**config.mk**
```make
export PLATFORM = sky130hd
export DESIGN_NAME = mseq_sequencer
export DESIGN_NICKNAME = d
export VERILOG_FILES = /design/src/rtl/mseq_pkg.sv /design/src/rtl/mseq_ctrl_store.sv /design/src/rtl/mseq_branch_eval.sv /design/src/rtl/mseq_next_addr.sv /design/src/rtl/mseq_sequencer.sv
export SDC_FILE = /design/constraint.sdc
export NUM_CORES = 1
export LEC_CHECK = 0
export ABC_AREA = 0
export BUFFER_PORTS_ARGS = -buffer_cell sky130_fd_sc_hd__buf_2
export CORE_MARGIN = 10
export CORE_UTILIZATION = 45
export CTS_CLUSTER_DIAMETER = 30
export CTS_CLUSTER_SIZE = 16
export DETAILED_ROUTE_END_ITERATION = 8
export GPL_TIMING_DRIVEN = 0
export PLACE_DENSITY = 0.8
export RECOVER_POWER = 25
export SLEW_MARGIN = 20
export SYNTH_ARGS = -nofsm -noshare
export SYNTH_HDL_FRONTEND = slang
export SYNTH_SLANG_ARGS = --single-unit
```
**constraint.sdc**
```tcl
create_clock -name clk -period 2.5 [get_ports clk]
set_input_delay 0 -clock clk [delete_from_list [all_inputs] [get_ports clk]]
set_output_delay 0 -clock clk [all_outputs]
set_load 0.05 [all_outputs]
```
**src/rtl/mseq_pkg.sv**
```systemverilog
package mseq_pkg;

    localparam int STATE_W   = 6;
    localparam int DEPTH     = 1 << STATE_W;
    localparam int CTRL_W    = 26;
    localparam int OPCODE_W  = 4;
    localparam int UINST_W   = CTRL_W + STATE_W + 2 + 1;

    localparam logic [STATE_W-1:0] FETCH_STATE  = 6'd18;
    localparam logic [STATE_W-1:0] DECODE_STATE = 6'd32;

    typedef enum logic [1:0] {
        COND_ALWAYS = 2'b00,
        COND_READY  = 2'b01,
        COND_BEN    = 2'b10,
        COND_MODE   = 2'b11
    } cond_e;

    localparam logic [1:0] ALU_ADD  = 2'd0;
    localparam logic [1:0] ALU_AND  = 2'd1;
    localparam logic [1:0] ALU_XOR  = 2'd2;

    typedef struct packed {
        logic       ld_mar;
        logic       ld_mdr;
        logic       ld_ir;
        logic       ld_ben;
        logic       ld_reg;
        logic       ld_cc;
        logic       ld_pc;
        logic       gate_pc;
        logic       gate_mdr;
        logic       gate_alu;
        logic       gate_addr;
        logic       gate_shf;
        logic [1:0] pc_sel;
        logic       dr_sel;
        logic       sr1_sel;
        logic       base_sel;
        logic [1:0] off_sel;
        logic       mar_sel;
        logic [1:0] alu_op;
        logic       mem_en;
        logic       mem_wr;
        logic       word_size;
        logic       off_shift;
    } ctrl_t;

    typedef struct packed {
        logic                 ird;
        cond_e                cond;
        logic [STATE_W-1:0]   jump;
        ctrl_t                ctrl;
    } uinst_t;

    // Control-store contents, computed per address.
    function automatic uinst_t ucode_entry(input int unsigned s);
        uinst_t u;
        u = '0;
        case (s)
            0: begin u.cond = COND_BEN; u.jump = 6'd18; end
            1, 5, 9: begin
                u.jump = 6'd18;
                u.ctrl.ld_reg = 1'b1; u.ctrl.ld_cc = 1'b1;
                u.ctrl.gate_alu = 1'b1; u.ctrl.sr1_sel = 1'b1;
                u.ctrl.alu_op = (s == 1) ? ALU_ADD : ((s == 5) ? ALU_AND : ALU_XOR);
            end
            2, 3, 6, 7: begin
                u.jump = (s == 2) ? 6'd29 : ((s == 3) ? 6'd24 : ((s == 6) ? 6'd25 : 6'd23));
                u.ctrl.ld_mar = 1'b1; u.ctrl.gate_addr = 1'b1;
                u.ctrl.base_sel = 1'b1; u.ctrl.off_sel = 2'b01;
                u.ctrl.mar_sel = 1'b1;
                u.ctrl.off_shift = (s == 6 || s == 7);
            end
            4: begin
                u.cond = COND_MODE; u.jump = 6'd20;
                u.ctrl.ld_reg = 1'b1; u.ctrl.dr_sel = 1'b1; u.ctrl.gate_pc = 1'b1;
            end
            8: begin u.jump = 6'd18; end
            12: begin
                u.jump = 6'd18;
                u.ctrl.ld_pc = 1'b1; u.ctrl.pc_sel = 2'b10; u.ctrl.base_sel = 1'b1;
            end
            13: begin
                u.jump = 6'd18;
                u.ctrl.ld_reg = 1'b1; u.ctrl.ld_cc = 1'b1;
                u.ctrl.gate_shf = 1'b1; u.ctrl.sr1_sel = 1'b1;
            end
            14: begin
                u.jump = 6'd18;
                u.ctrl.ld_reg = 1'b1; u.ctrl.ld_cc = 1'b1; u.ctrl.gate_addr = 1'b1;
                u.ctrl.mar_sel = 1'b1; u.ctrl.off_sel = 2'b10; u.ctrl.off_shift = 1'b1;
            end
            15: begin
                u.jump = 6'd28;
                u.ctrl.ld_mar = 1'b1; u.ctrl.gate_addr = 1'b1;
            end
            16, 17: begin
                u.cond = COND_READY; u.jump = s[5:0];
                u.ctrl.mem_en = 1'b1; u.ctrl.mem_wr = 1'b1;
                u.ctrl.word_size = (s == 16);
            end
            18, 19: begin
                u.jump = 6'd33;
                u.ctrl.ld_mar = 1'b1; u.ctrl.ld_pc = 1'b1; u.ctrl.gate_pc = 1'b1;
            end
            20: begin
                u.jump = 6'd18;
                u.ctrl.ld_pc = 1'b1; u.ctrl.pc_sel = 2'b10; u.ctrl.base_sel = 1'b1;
            end
            21, 22: begin
                u.jump = 6'd18;
                u.ctrl.ld_pc = 1'b1; u.ctrl.pc_sel = 2'b10;
                u.ctrl.off_sel = (s == 21) ? 2'b11 : 2'b10; u.ctrl.off_shift = 1'b1;
            end
            23, 24: begin
                u.jump = (s == 23) ? 6'd16 : 6'd17;
                u.ctrl.ld_mdr = 1'b1; u.ctrl.word_size = (s == 23);
            end
            25, 29, 33: begin
                u.cond = COND_READY; u.jump = s[5:0];
                u.ctrl.ld_mdr = 1'b1; u.ctrl.mem_en = 1'b1;
                u.ctrl.word_size = (s != 29);
            end
            27, 31: begin
                u.jump = 6'd18;
                u.ctrl.ld_reg = 1'b1; u.ctrl.ld_cc = 1'b1; u.ctrl.gate_mdr = 1'b1;
                u.ctrl.word_size = (s == 27);
            end
            28: begin
                u.cond = COND_READY; u.jump = 6'd28;
                u.ctrl.ld_mdr = 1'b1; u.ctrl.mem_en = 1'b1; u.ctrl.word_size = 1'b1;
                u.ctrl.ld_reg = 1'b1; u.ctrl.dr_sel = 1'b1; u.ctrl.gate_pc = 1'b1;
            end
            30: begin
                u.jump = 6'd18;
                u.ctrl.ld_pc = 1'b1; u.ctrl.gate_mdr = 1'b1;
                u.ctrl.pc_sel = 2'b01; u.ctrl.word_size = 1'b1;
            end
            32: begin u.ird = 1'b1; u.ctrl.ld_ben = 1'b1; end
            35: begin
                u.jump = 6'd32;
                u.ctrl.ld_ir = 1'b1; u.ctrl.gate_mdr = 1'b1; u.ctrl.word_size = 1'b1;
            end
            default: u = '0;
        endcase
        return u;
    endfunction

endpackage

```
**src/rtl/mseq_ctrl_store.sv**
```systemverilog
module mseq_ctrl_store
    import mseq_pkg::*;
(
    input  logic [STATE_W-1:0] addr,
    output uinst_t             data
);
    uinst_t rom [DEPTH];

    for (genvar g = 0; g < DEPTH; g++) begin : g_rom
        assign rom[g] = ucode_entry(g);
    end

    assign data = rom[addr];

    // the two reserved addresses carry nothing
    always_comb begin
        a_unused_zero_r9: assert (!(addr == 6'd10 || addr == 6'd11) || data == '0);
    end
endmodule

```
**src/rtl/mseq_branch_eval.sv**
```systemverilog
module mseq_branch_eval (
    input  logic [2:0] nzp_mask,
    input  logic [2:0] cc_nzp,
    output logic       ben
);
    assign ben = |(nzp_mask & cc_nzp);
endmodule

```
**src/rtl/mseq_next_addr.sv**
```systemverilog
module mseq_next_addr
    import mseq_pkg::*;
(
    input  logic                clk,
    input  logic                rst,
    input  uinst_t              ui,
    input  logic                ready,
    input  logic                ben,
    input  logic                mode,
    input  logic [OPCODE_W-1:0] opcode,
    output logic [STATE_W-1:0]  next
);
    logic [STATE_W-1:0] cond_bits;

    always_comb begin
        cond_bits = '0;
        case (ui.cond)
            COND_READY: cond_bits[1] = ready;
            COND_BEN:   cond_bits[2] = ben;
            COND_MODE:  cond_bits[0] = mode;
            default:    cond_bits    = '0;
        endcase
    end

    always_comb begin
        if (ui.ird) next = {{(STATE_W-OPCODE_W){1'b0}}, opcode};
        else        next = ui.jump | cond_bits;
    end

    // with no condition selected the jump target passes unchanged
    p_uncond_jump_r3: assert property (@(posedge clk) disable iff (rst)
        (!ui.ird && ui.cond == COND_ALWAYS) |-> next == ui.jump);

    // a ready condition never alters the other address bits
    p_ready_bits_r4: assert property (@(posedge clk) disable iff (rst)
        (!ui.ird && ui.cond == COND_READY) |-> (next & ~6'b000010) == (ui.jump & ~6'b000010));
endmodule

```
**src/rtl/mseq_sequencer.sv**
```systemverilog
module mseq_sequencer
    import mseq_pkg::*;
(
    input  logic         clk,
    input  logic         rst,
    input  logic         mem_ready,
    input  logic         ben_latch,
    input  logic [4:0]   ir_hi,
    input  logic [1:0]   ir_mid,
    input  logic [2:0]   cc_nzp,
    output logic [5:0]   state_q,
    output logic [5:0]   next_state,
    output logic [34:0]  uinst,
    output logic         ben_next
);
    uinst_t             cur_ui;
    logic [STATE_W-1:0] state_r;
    logic [STATE_W-1:0] nxt;

    mseq_ctrl_store u_store (
        .addr (state_r),
        .data (cur_ui)
    );

    mseq_next_addr u_next (
        .clk    (clk),
        .rst    (rst),
        .ui     (cur_ui),
        .ready  (mem_ready),
        .ben    (ben_latch),
        .mode   (ir_hi[0]),
        .opcode (ir_hi[4:1]),
        .next   (nxt)
    );

    mseq_branch_eval u_ben (
        .nzp_mask ({ir_hi[0], ir_mid}),
        .cc_nzp   (cc_nzp),
        .ben      (ben_next)
    );

    always_ff @(posedge clk) begin
        if (rst) state_r <= FETCH_STATE;
        else     state_r <= nxt;
    end

    assign state_q    = state_r;
    assign next_state = nxt;
    assign uinst      = cur_ui;

    // a memory wait holds its state while ready is low
    p_mem_wait_r4: assert property (@(posedge clk) disable iff (rst)
        (state_q == 6'd33 && !mem_ready) |=> state_q == 6'd33);

    // the register follows the computed next address
    p_advance_r10: assert property (@(posedge clk) disable iff (rst)
        1'b1 |=> state_q == $past(next_state));

    // decode dispatches on the opcode
    p_decode_r7: assert property (@(posedge clk) disable iff (rst)
        state_q == DECODE_STATE |-> next_state == {2'b00, ir_hi[4:1]});

    // the branch state picks 22 or 18
    p_branch_r5: assert property (@(posedge clk) disable iff (rst)
        state_q == 6'd0 |-> next_state == (ben_latch ? 6'd22 : 6'd18));

    // the reserved states fall through to 0
    p_unused_next_r9: assert property (@(posedge clk) disable iff (rst)
        (state_q == 6'd10 || state_q == 6'd11) |-> next_state == 6'd0);
endmodule

```
After elaboration in Yosys (flattened, before gate mapping)
Memory sizes are Yosys's and may differ from the RTL's.
Index checks and enable logic that the tools add are counted.
W data, S select, Z words.
{"block": "op_classes", "n_reduce_logical": 1, "n_eq_ne": 3, "order_cmp": 1, "n_bitwise": 3, "muxes": 6}
{"op": "$mux W35", "n": 2}
{"op": "$ge A7 B7 Y1 const B", "n": 1}
{"op": "$not A6 Y7", "n": 1}
{"op": "$mux W6", "n": 1}
{"op": "$or A6 B3 Y6", "n": 1}
{"op": "$eq A2 B2 Y1 const B", "n": 2}
{"op": "$and A3 B3 Y3", "n": 1}
{"op": "$mux W1", "n": 3}
{"op": "$reduce_or A3 Y1", "n": 1}
{"op": "$eq A2 B1 Y1 const B", "n": 1}
{"block": "word_totals", "wordCells": 16, "reg_bits": 6, "out_inout_bits": 48, "n_memories": 1, "in_bits": 14, "mem_bits_ro": 2240}
{"name": "(name not given)", "depth": 64, "width": 35, "read_ports": 1, "rd_ports_with_merged_regs": 0, "wr": 0, "line_no": "mseq_ctrl_store.sv:13", "text": "assign data = rom[addr];"}

Longest topological paths before layout
Gate-level depths: netlist of the first run.
{"block": "depth", "depth_word": 8, "ltp_mapped": 9, "depth_no_buf": 7}

By module
A second synthesis of the first run with hierarchy kept.
{"block": "unflattened", "hier_cells": 171, "hier_area_um2": 1107.3}
{"mod": "mseq_ctrl_store", "area_per_inst_um2": 833.3, "n_inst": 1, "cells_per_inst": 143}
{"mod": "mseq_sequencer", "area_per_inst_um2": 157.7, "n_inst": 1, "cells_per_inst": 12}
{"mod": "mseq_next_addr", "area_per_inst_um2": 102.6, "n_inst": 1, "cells_per_inst": 14}
{"mod": "mseq_branch_eval", "area_per_inst_um2": 13.8, "n_inst": 1, "cells_per_inst": 2}

Worst setup path before layout of the first run
Ideal clock, no wire load.
{"block": "synth_timing", "kind": "register to register", "startpoint": "reg state_r[1], in the netlist state_q[1]", "endpoint": "reg state_r[1], in the netlist state_q[1]", "arrival_time_ns": 3.221, "stages_incl_launch_ff": 10, "synth_period_minus_slack_ns": 3.343, "path_buffers": 2, "path_slack_ns": -0.843, "cell_sequence": "dfxtp_1 > buf_2 > inv_1 > ha_1 > buf_2 > nor4b_2 > nor2b_1 > o31ai_1 > a31oi_1 > or2_1"}
{"block": "synth_via", "elab_chain_cells": 8}
{"item": "start, declared", "line_no": "mseq_sequencer.sv:17", "text": "logic [STATE_W-1:0] state_r;"}
{"item": "start signal, assigned", "line_no": "mseq_sequencer.sv:44", "text": "else state_r <= nxt;"}
{"item": "$not A6 Y7 (implied by the code)", "line_no": "mseq_ctrl_store.sv:13"}
{"item": "$mem_v2 Z64 W35"}
{"item": "$mux W35 (implied by the code) (2 in a row)", "line_no": "mseq_ctrl_store.sv:13"}
{"item": "net uinst[33]", "line_no": "mseq_sequencer.sv:13", "text": "output logic [34:0] uinst,"}
{"item": "$eq A2 B1 Y1", "line_no": "mseq_next_addr.sv:17", "text": "case (ui.cond)"}
{"item": "$mux W1", "line_no": "mseq_next_addr.sv:17"}
{"item": "$or A6 B3 Y6", "line_no": "mseq_next_addr.sv:27", "text": "else next = ui.jump | cond_bits;"}
{"item": "$mux W6", "line_no": "mseq_next_addr.sv:26", "text": "if (ui.ird) next = {{(STATE_W-OPCODE_W){1'b0}}, opcode};"}
{"item": "net next_state[1]", "line_no": "mseq_sequencer.sv:12", "text": "output logic [5:0] next_state,"}
The timed path passes the listed nets, and every way through them passes these cells. The select of a mux whose other input is x is not followed.
A chain may end at the register's enable or synchronous reset.

Final worst setup path of the first run
{"block": "layout_timing", "startpoint": "reg state_r[1], in the netlist state_q[1]", "endpoint": "out next_state[0]"}
{"block": "layout_via", "elab_chain_cells": 8}
{"item": "$not A6 Y7 (implied by the code) (*)", "line_no": "mseq_ctrl_store.sv:13"}
{"item": "$mem_v2 Z64 W35 (*)"}
{"item": "$mux W35 (implied by the code) (*) (2 in a row)", "line_no": "mseq_ctrl_store.sv:13"}
{"item": "$eq A2 B2 Y1", "line_no": "mseq_next_addr.sv:17"}
{"item": "$mux W1", "line_no": "mseq_next_addr.sv:17"}
{"item": "$or A6 B3 Y6", "line_no": "mseq_next_addr.sv:27"}
{"item": "$mux W6 (*)", "line_no": "mseq_next_addr.sv:26"}
{"item": "end, declared", "line_no": "mseq_sequencer.sv:12"}
Mark *: on every way between the ends. The rest lies on a longest branch, timed or not. The select of a mux whose other input is x is not followed.

==> metrics.yaml, run 1 <==
status: "finished clean"
cts_max_level: 1
antenna_found_initial: 0
fin_area_sq_um: 1608
routed_wirelength_um: 4713
yosysUniqueCellTypes: 44
async_flop_share_pct: 0
reg2reg_depth: 8
crit_path_end: "next_state[0]"
grt.total_usage_pct: 17.20
die_y_um: 70.66
final_nets: 268
post_drt_wl_per_cell_um: 17.20
yosysTopAreaCellShare_pct: 10.40
finClkSkew_ns: 0.0005784
ys_ff_latch: 6
setup_viol: 0
synth_area_per_cell_sq_um: 6.525
yosys_warnings: 0
cts.root.buffer_cell: "clkbuf_4"
cts.path.max_buffers: 2
drive_gt1_share_pct: 36.07
grt_overflow: 0
first_iter_violations: 178
synth_edf_count: 0
max-slew-margin-rel_pct: 58.98
dpl_cell_area_sq_um: 1558
dieWidth_um: 70.66
grt_pass1_vias: 1531
max_cap_viol_count: 0
slew_viol_final: 0
portBuffers: 61
vias_per_cell: 5.839
fin_cells: 274
num_rows: 18
path_clk_slew_ns: 0.04
worst_slew_pin_slew_ns: 0.6180
ant_nets: 0
regToRegEndpoint: "state_q[1]"
cts_tree: "built"
timing.rr.start: "state_q[1]"
reg2reg_slack_ns: 0.26
cp-start-kind: "flip-flop"
synth_area_sq_um: 1155
period_needed_ns: 2.401
initial_utilization_pct: 47.04
drc: 0
fp.coreArea_sq_um: 2455
route.vias.total: 1600
worstPathMaxFanout: 10
synth_area_leaders: "dfxtp_1 10%, ha_1 8.7%, nor2_1 7.2%"
grt_max_degree: 11
whs_ns: 0.04124
dr.pass1.iters: 4
final_common_cell: "buf_2"
hold_path_class: "input pin to flip-flop"
placed_cells: 268
cts_num_sinks: 6
design.die.area_sq_um: 4993
crit_type: "flip-flop to output port"
tns_ns: 0
cp.arrival_ns: 2.40
gp_congestion: 0.9425
numCtsBuffers: 3
diodes: 0
synth_top_area_cell: "dfxtp_1"
cp-end-kind: "output port"
hold_viol: 0
clk_latency_ns: 0.25
synth_cells: 177
largest_reg_flops: 6
startpoint: "state_q[1]"
grt_pass1_wl_um: 7410
area_growth_pct: 39.22
hpwl_um: 3575
layout_common_cells: "55 x buf_2, 22 x nor2_1, 18 x nand2_1, 15 x a21oi_1, 14 x clkbuf_1"
seq_area_frac_synth_pct: 10.40
max_freq_mhz: 416.5
critPathRequiredTime_ns: 2.50
synth-main-ff-cell: "dfxtp_1"
finalCritPeriodShare_pct: 96.05
synth_nets: 199
io_pins: 62
[synth_stat cells, drive strengths merged (6+ instances only)]
cell type and number:
a211oi 6, o21ai 7, buf 13, nor2b 9
ha 8, nand2 18, a21oi 16, nor2 22
nand3 7, dfxtp 6, inv 10
[cells by family after synthesis]
logic type | Yosys count | share of synthesized area, %
AND/OR/NAND/NOR | 78 | 33.15
AO/OA/AOI/OAI | 54 | 31.64
buffers and inverters | 27 | 12.68
adder cells (fa/ha/maj) | 8 | 8.668
flip-flops | 6 | 10.40
multiplexers | 3 | 2.709
XOR/XNOR | 1 | 0.7585
[cell type report]
class | instances | area (sq um)
Sequential cell | 6 | 122.6
Buffer | 17 | 110.1
Clock buffer | 3 | 22.52
Tap cell | 30 | 37.54
Timing Repair Buffer | 64 | 321.6
Multi-Input combinational cell | 144 | 948.4
Inverter | 10 | 45.04
Fill cell | 259 | 847.1
[per-layer routing]
layer,track usage [%],part of all wire [%],vias to the layer above
met5,0,0,-
met4,7.742,2.0,0
met3,4.742,12,13
met2,28.64,48,111
met1,20.00,39,716
li1,-,-,760
[worst min path at each step]
| stage | from | end | slack (ns) | depth (start not counted) |
|---|---|---|---|---|
| after global routing | ir_hi[3] | state_q[2] | 0.04 | 3 |
| after floorplan | rst | state_q[0] | 0.06 | 1 |
| after CTS | ir_hi[3] | state_q[2] | 0.02 | 3 |
| after global placement | rst | state_q[0] | 0.23 | 2 |
| after detailed placement | rst | state_q[0] | 0.24 | 2 |
| final | ir_hi[3] | state_q[2] | 0.04 | 3 |
[timing repair]
item                       4_1_cts  5_1_grt
setup buffers                    0        2
cloned                           0        0
hold endpoints to repair         4        0
gates resized for setup          2        4
setup endpoints to repair        2        5
hold buffers                     1        0
[critical path: stages (launching register included)]
cell and delay [ns]:
dfxtp_2 0.39, buf_4 0.20, clkinvlp_4 0.13, buf_4 0.15
ha_1 0.18, nand2_1 0.11, a21oi_1 0.08, a211o_1 0.36
mux2i_2 0.22, nand2_1 0.09, buf_2 0.22
[per-stage QoR]
stage / utilization, % / worst slack (ns)
after floorplan: - / -0.09915
after global placement: 63.46 / 0.1716
after detailed placement: 63.46 / 0.1847
after CTS: 65.04 / 0.01743
after global routing: 65.49 / -0.04712
final: 65.49 / 0.09880
Power of run 1 is left out: the tool's default activity adds up to more than one toggle a clock period on the data nets, which glitch-free logic cannot reach.
==> inputs of run 2 (changes only) <==
Settings changed: CORE_MARGIN 10 to unset.
==> run 2 against run 1 <==
Sequential cell count unchanged. Wire length decreased by 19%. Design area fell by 2.2%. Largest cell class unchanged. Critical path depth is 2 lower. Worst setup slack improved by 0.031 ns. Via count down 1.0%. Clock skew rose by 0.0081 ns.
==> metrics.yaml, run 2 (synthesis results as in run 1) <==
status: "finished clean"
dr.pass1.iters: 4  # unchanged
clk_latency_ns: 0.26  # about the same
antenna_found_initial: 0  # unchanged
final_nets: 264  # -1.5%
crit_type: "flip-flop to output port"
path_clk_slew_ns: 0.04  # about the same
worstPathMaxFanout: 17  # +7
routed_wirelength_um: 3837  # -19%
final_common_cell: "buf_2"
cts.path.max_buffers: 2  # unchanged
area_growth_pct: 36.19
fin_cells: 268  # -2.2%
drc: 0  # unchanged
io_pins: 62  # unchanged
fin_ws_ns: 0.1296  # +0.03078 ns
whs_ns: 0.03358  # -0.007668 ns
portBuffers: 61  # unchanged
cts_num_sinks: 6  # unchanged
worst_slew_pin_slew_ns: 0.5949  # -0.02312 ns
post-cts-setup-buffers: 0  # unchanged
largest_reg_flops: 6  # unchanged
numCtsBuffers: 3  # unchanged
post_drt_wl_per_cell_um: 14.32  # -17%
grt_max_degree: 18  # +7
slew_viol_final: 0  # unchanged
cp.arrival_ns: 2.37  # -0.03 ns
grt.total_usage_pct: 28.34  # +11 points
setup_viol: 0  # unchanged
finClkSkew_ns: 0.008700  # +0.008122 ns
dieWidth_um: 52.66  # -25%
cts_tree: "built"
diodes: 0  # unchanged
pre_cts_slack_ns: 0.1553  # -0.02946 ns
layout_common_cells: "55 x buf_2, 22 x nor2_1, 18 x nand2_1, 15 x a21oi_1, 14 x clkbuf_1"
vias_per_cell: 5.910  # +1.2%
grt_pass1_vias: 1225  # -20%
design.die.area_sq_um: 2773  # -44%
period_needed_ns: 2.370  # -0.03078 ns
critPathRequiredTime_ns: 2.50  # about the same
cp-end-kind: "output port"
num_rows: 17  # -1
initial_utilization_pct: 49.81  # +2.8 points
placed_cells: 266  # -0.75%
first_iter_violations: 92  # -48%
cts.root.buffer_cell: "clkbuf_4"
die_y_um: 52.66  # -25%
cp-start-kind: "flip-flop"
max-slew-margin-rel_pct: 60.51  # +1.5 points
finalCritPeriodShare_pct: 94.82  # -1.2 points
cts_max_level: 1  # unchanged
hpwl_um: 2934  # -18%
max_freq_mhz: 421.9  # +1.3%
n_fill_cell: 223  # -14%
drive_gt1_share_pct: 34.17  # -1.9 points
hold_viol: 0  # unchanged
gp_congestion: 0.8972  # -4.8%
fp.coreArea_sq_um: 2318  # -5.6%
rsz0062_at_grt: "false"
grt_overflow: 0  # unchanged
grt_pass1_wl_um: 5816  # -22%
hold_path_class: "input pin to flip-flop"
ant_nets: 0  # unchanged
max_cap_viol_count: 0  # unchanged
route.vias.total: 1584  # -1.0%
==> run 2: changes by cell type in the layout (fill, tap and decap cells not counted), sizes merged <==
cell,delta
inv,+1
clkbuf,-1
buf,-3
clkinvlp,-1
==> run 2: area by class of cell <==
cell class,count,area (sq um),share of cell area [%]
Multi-Input combinational cell,144,947.2,60.22
Sequential cell,6,125.1,7.955
Timing Repair Buffer,62,302.8,19.25
Buffer,15,98.84,6.285
Tap cell,28,35.03,2.228
Inverter,10,41.29,2.625
Clock buffer,3,22.52,1.432
==> run 2: worst paths after layout <==
kind | cells past startpoint | endpoint | from | slack (ns)
worst max register to register | 7 | state_q[1] | state_q[1] | 0.34
worst min register to register | 3 | state_q[0] | state_q[5] | 0.71
worst min-delay path | 3 | state_q[2] | ir_hi[3] | 0.03
worst max-delay path | 8 | next_state[0] | state_q[1] | 0.13
==> run 2: timing repair <==
| action | in CTS | in global routing |
|---|---|---|
| endpoints found under the setup margin | 3 | 4 |
| hold buffers | 1 | 0 |
| resized for setup | 1 | 1 |
| hold endpoints to repair | 4 | 0 |
| gates cloned | 0 | 0 |
==> run 2: metrics by stage <==
step	cell area [sq um]	util, %	TNS, ns
global placement	1555	67.08	0
detailed placement	1555	67.08	0
finish	1573	67.84	0
CTS	1588	68.48	0
floorplan	1215	-	-0.1932
global route	1573	67.84	0
==> run 2: per-layer routing <==
layer	up-vias	part of all wire, %	GRT usage (%)
met5	-	0	0
met2	90	47	43.67
li1	759	-	-
met1	730	43	39.35
met4	0	0.78	7.895
met3	5	9.2	5.507
==> run 2: worst max-delay path, stage by stage, from the launching register on <==
cell and delay (ns):
dfxtp_4 0.45, inv_1 0.19, ha_1 0.31, nor2b_1 0.17
and3_1 0.22, a211o_1 0.27, mux2i_1 0.21, nand2_1 0.08
buf_2 0.21
Power of run 2 is left out for the same reason.
